### src/rtl/mulshift_pkg.sv
package mulshift_pkg;

   typedef enum logic [2:0] {
      OP_SLL   = 3'b000,
      OP_SRL   = 3'b001,
      OP_SRA   = 3'b010,
      OP_MULT  = 3'b100,
      OP_MULTU = 3'b101
   } ms_op_e;

   function automatic logic op_is_shift(input logic [2:0] code);
      return (code == OP_SLL) || (code == OP_SRL) || (code == OP_SRA);
   endfunction

   function automatic logic op_is_mul(input logic [2:0] code);
      return (code == OP_MULT) || (code == OP_MULTU);
   endfunction

   function automatic logic op_is_valid(input logic [2:0] code);
      return op_is_shift(code) || op_is_mul(code);
   endfunction

endpackage

### src/rtl/ms_operand_prep.sv
// Forms the two (W+1)-bit signed multiplier operands for every operation.
// Shifts replace the second operand with a one-hot power of two.
module ms_operand_prep
   import mulshift_pkg::*;
#(
   parameter int DATA_W = 32
) (
   input  logic [2:0]                 op,
   input  logic [DATA_W-1:0]          a,
   input  logic [DATA_W-1:0]          b,
   input  logic [$clog2(DATA_W)-1:0]  shamt,
   output logic [DATA_W:0]            x,
   output logic [DATA_W:0]            y,
   output logic                       sel_hi
);
   localparam int SH_W = $clog2(DATA_W);
   localparam int K_W  = SH_W + 1;

   logic [K_W-1:0]    pow_idx;
   logic [DATA_W:0]   pow;
   logic [DATA_W:0]   mul_y;
   logic              amt_zero;

   assign amt_zero = (shamt == '0);

   // exponent: n for left shift, W-n for right shifts (0 when n is 0)
   always_comb begin
      if (op == OP_SLL || amt_zero)
         pow_idx = {1'b0, shamt};
      else
         pow_idx = K_W'(DATA_W) - {1'b0, shamt};
   end

   // one-hot power-of-two decoder
   genvar j;
   generate
      for (j = 0; j <= DATA_W; j++) begin : g_pow
         assign pow[j] = (pow_idx == K_W'(j));
      end
   endgenerate

   always_comb begin
      x      = '0;
      mul_y  = '0;
      sel_hi = 1'b0;
      unique case (op)
         OP_SLL: begin
            x = {1'b0, a};
         end
         OP_SRL: begin
            x      = {1'b0, a};
            sel_hi = !amt_zero;
         end
         OP_SRA: begin
            x      = {a[DATA_W-1], a};
            sel_hi = !amt_zero;
         end
         OP_MULT: begin
            x     = {a[DATA_W-1], a};
            mul_y = {b[DATA_W-1], b};
         end
         OP_MULTU: begin
            x     = {1'b0, a};
            mul_y = {1'b0, b};
         end
         default: begin
            x = '0;
         end
      endcase
   end

   assign y = op_is_shift(op) ? pow : mul_y;

endmodule

### src/rtl/ms_multiplier.sv
// Signed (W+1)x(W+1) multiplier with a (2W+2)-bit product.
// IMPL 0 infers the operator; IMPL 1 builds explicit partial-product rows.
module ms_multiplier #(
   parameter int DATA_W = 32,
   parameter int IMPL   = 0
) (
   input  logic [DATA_W:0]       x,
   input  logic [DATA_W:0]       y,
   output logic [2*DATA_W+1:0]   p
);
   localparam int OP_W = DATA_W + 1;
   localparam int P_W  = 2 * OP_W;

   logic [P_W-1:0] xs;
   logic [P_W-1:0] ys;

   assign xs = {{OP_W{x[DATA_W]}}, x};
   assign ys = {{OP_W{y[DATA_W]}}, y};

   generate
      if (IMPL == 0) begin : g_infer
         assign p = xs * ys;
      end else begin : g_rows
         logic [P_W-1:0] row [OP_W];
         genvar i;
         for (i = 0; i < OP_W; i++) begin : g_row
            assign row[i] = y[i] ? (xs << i) : '0;
         end
         always_comb begin
            p = '0;
            for (int r = 0; r < DATA_W; r++) begin
               p = p + row[r];
            end
            // top bit of a two's complement multiplier has negative weight
            p = p - row[DATA_W];
         end
      end
   endgenerate

endmodule

### src/rtl/ms_result_sel.sv
// Slices the double-width product into the register-file word and HI/LO.
module ms_result_sel #(
   parameter int DATA_W = 32
) (
   input  logic [2*DATA_W+1:0]  p,
   input  logic                 sel_hi,
   output logic [DATA_W-1:0]    shift_word,
   output logic [DATA_W-1:0]    hi_word,
   output logic [DATA_W-1:0]    lo_word
);
   assign hi_word    = p[2*DATA_W-1:DATA_W];
   assign lo_word    = p[DATA_W-1:0];
   assign shift_word = sel_hi ? hi_word : lo_word;
endmodule

### src/rtl/mulshift_unit.sv
module mulshift_unit
   import mulshift_pkg::*;
#(
   parameter int DATA_W    = 32,
   parameter int MULT_IMPL = 0
) (
   input  logic                       clk,
   input  logic                       rst_n,
   input  logic                       start_i,
   input  logic [2:0]                 op_i,
   input  logic [DATA_W-1:0]          a_i,
   input  logic [DATA_W-1:0]          b_i,
   input  logic [$clog2(DATA_W)-1:0]  shamt_i,
   output logic [DATA_W-1:0]          result_o,
   output logic [DATA_W-1:0]          hi_o,
   output logic [DATA_W-1:0]          lo_o,
   output logic                       busy_o
);
   localparam int P_W = 2 * DATA_W + 2;

   generate
      if (DATA_W < 8 || (DATA_W & (DATA_W - 1)) != 0) begin : g_bad_width
         $error("mulshift_unit: DATA_W must be a power of two of at least 8");
      end
      if (MULT_IMPL != 0 && MULT_IMPL != 1) begin : g_bad_impl
         $error("mulshift_unit: MULT_IMPL must be 0 or 1");
      end
   endgenerate

   logic              accept;
   logic [DATA_W:0]   x_d, y_d;
   logic              sel_hi_d;

   logic              busy_q;
   logic [2:0]        op_q;
   logic [DATA_W:0]   x_q, y_q;
   logic              sel_hi_q;

   logic [P_W-1:0]    prod;
   logic [DATA_W-1:0] shift_word, hi_word, lo_word;

   logic [DATA_W-1:0] result_q, hi_q, lo_q;

   assign accept = start_i && !busy_q && op_is_valid(op_i);

   ms_operand_prep #(.DATA_W(DATA_W)) u_prep (
      .op     (op_i),
      .a      (a_i),
      .b      (b_i),
      .shamt  (shamt_i),
      .x      (x_d),
      .y      (y_d),
      .sel_hi (sel_hi_d)
   );

   ms_multiplier #(.DATA_W(DATA_W), .IMPL(MULT_IMPL)) u_mul (
      .x (x_q),
      .y (y_q),
      .p (prod)
   );

   ms_result_sel #(.DATA_W(DATA_W)) u_sel (
      .p          (prod),
      .sel_hi     (sel_hi_q),
      .shift_word (shift_word),
      .hi_word    (hi_word),
      .lo_word    (lo_word)
   );

   // issue stage: capture prepared operands
   always_ff @(posedge clk) begin
      if (!rst_n) begin
         busy_q   <= 1'b0;
         op_q     <= '0;
         x_q      <= '0;
         y_q      <= '0;
         sel_hi_q <= 1'b0;
      end else begin
         busy_q <= accept;
         if (accept) begin
            op_q     <= op_i;
            x_q      <= x_d;
            y_q      <= y_d;
            sel_hi_q <= sel_hi_d;
         end
      end
   end

   // completion stage: write the destination selected by the operation
   always_ff @(posedge clk) begin
      if (!rst_n) begin
         result_q <= '0;
         hi_q     <= '0;
         lo_q     <= '0;
      end else if (busy_q) begin
         if (op_is_shift(op_q)) begin
            result_q <= shift_word;
         end
         if (op_is_mul(op_q)) begin
            hi_q <= hi_word;
            lo_q <= lo_word;
         end
      end
   end

   assign result_o = result_q;
   assign hi_o     = hi_q;
   assign lo_o     = lo_q;
   assign busy_o   = busy_q;

endmodule

### config.mk
export PLATFORM = sky130hd
export DESIGN_NAME = mulshift_unit
export DESIGN_NICKNAME = d
export VERILOG_FILES = /design/src/rtl/mulshift_pkg.sv /design/src/rtl/ms_operand_prep.sv /design/src/rtl/ms_multiplier.sv /design/src/rtl/ms_result_sel.sv /design/src/rtl/mulshift_unit.sv
export SDC_FILE = /design/constraint.sdc
export NUM_CORES = 2
export LEC_CHECK = 0
export CORE_ASPECT_RATIO = 0.6
export CORE_UTILIZATION = 41
export CTS_BUF_LIST = sky130_fd_sc_hd__clkbuf_8 sky130_fd_sc_hd__clkbuf_16
export DETAILED_ROUTE_END_ITERATION = 16
export DONT_BUFFER_PORTS = 1
export SKIP_CTS_REPAIR_TIMING = 1
export SLEW_MARGIN = 20
export SYNTH_ARGS = -nofsm -noshare
export SYNTH_HDL_FRONTEND = slang
export SYNTH_HIERARCHICAL = 1
export SYNTH_SLANG_ARGS = --single-unit
### constraint.sdc
create_clock -name clk -period 10.67 [get_ports clk]
set_input_delay 2.134 -clock clk [delete_from_list [all_inputs] [get_ports clk]]
set_output_delay 2.134 -clock clk [all_outputs]
set_load 0.01 [all_outputs]
== Word-level counts from Yosys, hierarchy flattened ==
Cells that the tools add are included.
Storage, ports and cells
  memories kept: 0
  logic and storage cells: 77
  output and inout bits: 97
  bits in writable memories: 0
  bits in read-only memories: 0
  input bits: 75
  bits in registers: 167
  bits in latches: 0
Cells by class
  order comparisons: 0
  eq/ne operators: 40
  muxes and demuxes: 6
  add/subtract/negate cells: 1
  shifts and indexed selects: 0
  bitwise gates (word level): 0
  multiply operators: 1
  reductions and logical operators: 21
  divide/modulo/power cells: 0
Operators with widths (count)
  $pmux W33 S2: 2
  $eq A6 B5 Y1 const B: 16
  $mul A33 B33 Y64: 1
  $eq A6 B4 Y1 const B: 8
  $mux W33: 1
  $mux W32: 1
  $eq A6 B3 Y1 const B: 4
  $eq A3 B3 Y1 const B: 4
  $eq A6 B2 Y1 const B: 2
  $logic_or A1 B1 Y1: 8
  $eq A3 B1 Y1 const B: 2
  $eq A3 B2 Y1 const B: 2
  $eq A6 B1 Y1 const B: 1
  $eq A6 B6 Y1 const B: 1
  $logic_not A3 Y1: 2
  $logic_not A6 Y1: 1
  $mux W6: 1
  $sub A6 B5 Y6 const A: 1
  $logic_not A5 Y1: 1
  $reduce_and A2 Y1: 2
  $reduce_or A2 Y1: 2
  $reduce_or A3 Y1: 1
  $logic_and A1 B1 Y1: 2
  $logic_not A1 Y1: 2
  $mux W1: 1

== Longest topological paths before layout ==
  depth in word-level cells: 5
  depth in mapped cells: 33
  gate-level depth less buffers: 31

== By module ==
Netlist, hierarchy kept.
Modules (own cells, without submodules)
  ms_multiplier: instances 1, area an instance 38791.0 µm², sequential area each 0.0 µm², cells an instance 4196
  mulshift_unit: instances 1, area an instance 6317.3 µm², sequential area each 3343.2 µm², cells an instance 736
  ms_result_sel: instances 1, area an instance 1024.7 µm², sequential area each 0.0 µm², cells an instance 100
  ms_operand_prep: instances 1, area an instance 953.4 µm², sequential area each 0.0 µm², cells an instance 143

== Worst setup path after synthesis ==
No wires, ideal clock.
  path type: register to register
  start: register x_q[32]
  end: register result_q[29] (netlist: result_o[29])
  slack: 2.180 ns
  required time: 10.600 ns
  arrival time: 8.420 ns
  clock period less this slack: 8.490 ns
  setup time: 0.070 ns
  stages on the path, launching flop included: 27
  path buffers: 2
  cells stage by stage: dfxtp_1 clkbuf_1 nand2_1 inv_1 fa_1 fa_1 fa_1 fa_1 fa_1 fa_1 fa_1 inv_1 fa_1 inv_1 ha_1 clkbuf_1 nand4_1 nor4b_1 o211ai_1 a311oi_1 o211ai_2 and2_1 o21ai_1 xor2_1 mux2_2 or3b_1 a21oi_1
Between the ends
  longest elaborated chain between the ends: 2
Ends and longest elaborated chain
  from (decl): RTL line mulshift_unit.sv:36  | logic [DATA_W:0] x_q, y_q;
  from (signal assigned): RTL line mulshift_unit.sv:75  | x_q <= '0;
  from (signal assigned): RTL line mulshift_unit.sv:82  | x_q <= x_d;
  $mul A33 B33 Y64: RTL line ms_multiplier.sv:22  | assign p = xs * ys;
  net prod[61]: RTL line mulshift_unit.sv:39  | logic [P_W-1:0] prod;
  $mux W32: RTL line ms_result_sel.sv:13  | assign shift_word = sel_hi ? hi_word : lo_word;
  net shift_word[29]: RTL line mulshift_unit.sv:40  | logic [DATA_W-1:0] shift_word, hi_word, lo_word;
  to (signal assigned): RTL line mulshift_unit.sv:97  | result_q <= shift_word;
  to (decl): RTL line mulshift_unit.sv:42  | logic [DATA_W-1:0] result_q, hi_q, lo_q;
The timed path passes the listed nets, and every way through them passes these cells.
A chain may end at the register's enable or synchronous reset.

== Worst setup path in the final report ==
  start: register x_q[10]
  end: register result_q[13] (netlist: result_o[13])
Same word-level chain as after synthesis.

==> metrics.md <==
| Metric | Value |
|---|---|
| Final Worst Setup Slack | `1.10 ns` |
| Gpl congestion | `0.955` |
| Final count of negative-setup-slack endpoints | `0` |
| Final number of max-transition violations | `0` |
| Routed vias | `32,900` |
| Clock Tree Buf Depth | `2` |
| Slowest stage cell, crit path | `dfxtp_1` |
| Initial antenna violation count | `11` |
| Area growth, synth to finish | `3.59%` |
| Total Die Area | `115,000 µm²` |
| Final Util | `43.0%` |
| P_leak | `0.0244 µW` |
| FILL cells | `11,100` |
| Die X | `437 µm` |
| WHS Path Cells | `2` |
| Worst Path Max Fanout | `19` |
| Violated checks | `DRC` |
| Post-Syn Instances | `5,115` |
| Top cell by count, worst path | `fa_1` |
| Busiest grt layer | `met1` |
| YS warnings | `6` |
| Die height | `263 µm` |
| Vias per inst | `5.14` |
| Share of cells above drive strength 1 | `4.03%` |
| Global-route wire length before repair | `215 mm` |
| Unrepaired setup endpoints after global routing | `no` |
| CP peak stage delay | `0.93 ns` |
| Pin count of the biggest net entering global routing | `138` |
| Worst VDD drop | `0.153 mV` |
| Critical path arrival | `9.96 ns` |
| DR pass1 iterations | `11` |
| Met3 Resource Use GR | `6.04%` |
| Final setup TNS | `0 ns` |
| Core area | `112,000 µm²` |
| Worst-skew pair later-pin latency | `0.47 ns` |
| H-tree levels | `4` |
| Routed length per placed instance | `21.1 µm` |
| Max-cap violations | `0` |
| Final antenna-violating net count | `0` |
| Syn_area_per_cell | `9.10 µm²` |
| Status | `complete, but fails checks` |
| Overall routed net length | `135 mm` |
| Max transition margin | `25.4%` |
| TritonCTS Sinks | `167` |
| Rows | `95` |
| Max frequency | `104 MHz` |
| GRT met2 Usage | `35.5%` |
| GR Layer Usage met1 | `37.1%` |
| Detailed router's first-iteration violation count | `3,001` |
| Post-place setup slack | `1.19 ns` |
| Grt ovf | `0` |
| GRT Overall Usage | `24.4%` |
| Syn nets | `6,543` |
| CTS tree | `built` |
| I/O pin cnt | `172` |
| Root cell of the clock tree | `clkbuf_16` |
| Post-Syn Area | `46,600 µm²` |
| Initial Util | `41.5%` |
| Power per cell area | `37.3 nW/µm²` |
| CP startpoint kind | `flop` |
| # nets final | `6,307` |
| CTS Buf Count | `17` |
| Drt drc | `12` |
| Crit end category | `flop` |
| Number of global-route vias before repair | `35,000` |
| Worst Hold Class | `reg2reg` |
| Tcrit/Tclk final | `89.7%` |
| HPWL Detailed | `111 mm` |
| WS Path Type | `reg2reg` |
| Final Hold Fails | `0` |
| Final worst path period need | `9.57 ns` |
| Worst r2r path cells | `28` |
| WP data required | `11.06 ns` |
| Worst slew pin tran | `1.12 ns` |
| Worst Skew | `0.0210 ns` |
| Buffers on Ports | `0` |
| Worst-path clk slew | `0.08 ns` |
-- report_power, final --
group	leakage [µW]	switching (µW)	total, µW	internal (µW)
combinational	0.0227	286	430	145
sequential	0.00135	55.2	689	634
clock	0.000305	355	681	326
total	0.0244	696	1800	1100
-- worst max-delay path: cells and delay by family (launching register included) --
| kind | cells | cell delay, ns |
|---|---|---|
| adders and majority gates | 9 | 4.29 |
| AOI/OAI and AO/OA | 8 | 2.21 |
| DFF | 1 | 0.93 |
| and+or+nand+nor | 3 | 0.82 |
| buffers and inverters | 6 | 0.69 |
| xor gates and xnor gates | 1 | 0.31 |
| muxes | 1 | 0.24 |
-- through the flow --
step | std cells | cell area [µm²] | power (µW) | hold WS [ns]
2_1_floorplan | 5115 | 46600 | 975 | 0.447
3_3_place_gp | 6363 | 47600 | 1120 | 0.443
3_5_place_dp | 6363 | 47600 | 1120 | 0.456
4_1_cts | 6395 | 48200 | 1800 | 0.468
5_1_grt | 6398 | 48200 | 1870 | 0.489
6_report | 6404 | 48200 | 1800 | 0.465
-- final cells by class --
type                            instances  area [µm²]  area share, %
Multi-Input combinational cell       3469       37300           77.4
Inverter                             1125        4220           8.76
Sequential cell                       167        3360           6.96
Tap cell                             1503        1880           3.90
Timing Repair Buffer                   99         781           1.62
Clock buffer                           17         425          0.882
Clock inverter                         15         211          0.438
Antenna cell                            9        22.5         0.0467
-- worst paths after layout --
kind / start / end / slack [ns]
max: x_q[10]$_SDFFE_PN0P_ / result_o[13]$_SDFFE_PN0P_ / 1.10
min: x_q[4]$_SDFFE_PN0P_ / x_q[4]$_SDFFE_PN0P_ / 0.46
max reg2reg: x_q[10]$_SDFFE_PN0P_ / result_o[13]$_SDFFE_PN0P_ / 1.10
min reg2reg: x_q[4]$_SDFFE_PN0P_ / x_q[4]$_SDFFE_PN0P_ / 0.46
-- placed cells by master (no fill, tap or decap), types with 12 or more instances in the layout --
master	instances
o21ai_0	61
nand3_1	19
a21oi_1	164
xor2_1	20
nand2b_1	15
xnor2_1	37
or3b_1	29
a22o_1	32
nand2_1	793
nand4_1	14
clkbuf_16	17
nor2_1	66
a21o_1	35
mux2_4	30
and3_1	12
buf_4	96
inv_1	1123
fa_1	1135
and2_1	595
dfxtp_1	159
ha_1	217
mux2i_1	68
-- layer usage --
metal | share of wire (%) | vias up | wire length, µm
met3 | 9.6 | 109 | 12900
li1 | - | 14400 | -
met1 | 47 | 17100 | 62800
met4 | 1.5 | 2 | 2060
met2 | 42 | 1272 | 57000
met5 | 0.0096 | - | 13
-- sequential cells by signal, summed over array words and instances, names as in the netlist --
register / flops
busy_o: 1
lo_o: 32
op_q: 3
y_q: 33
hi_o: 32
result_o: 32
sel_hi_q: 1
x_q: 33
Note: power is estimated with default switching activity, not from simulation.
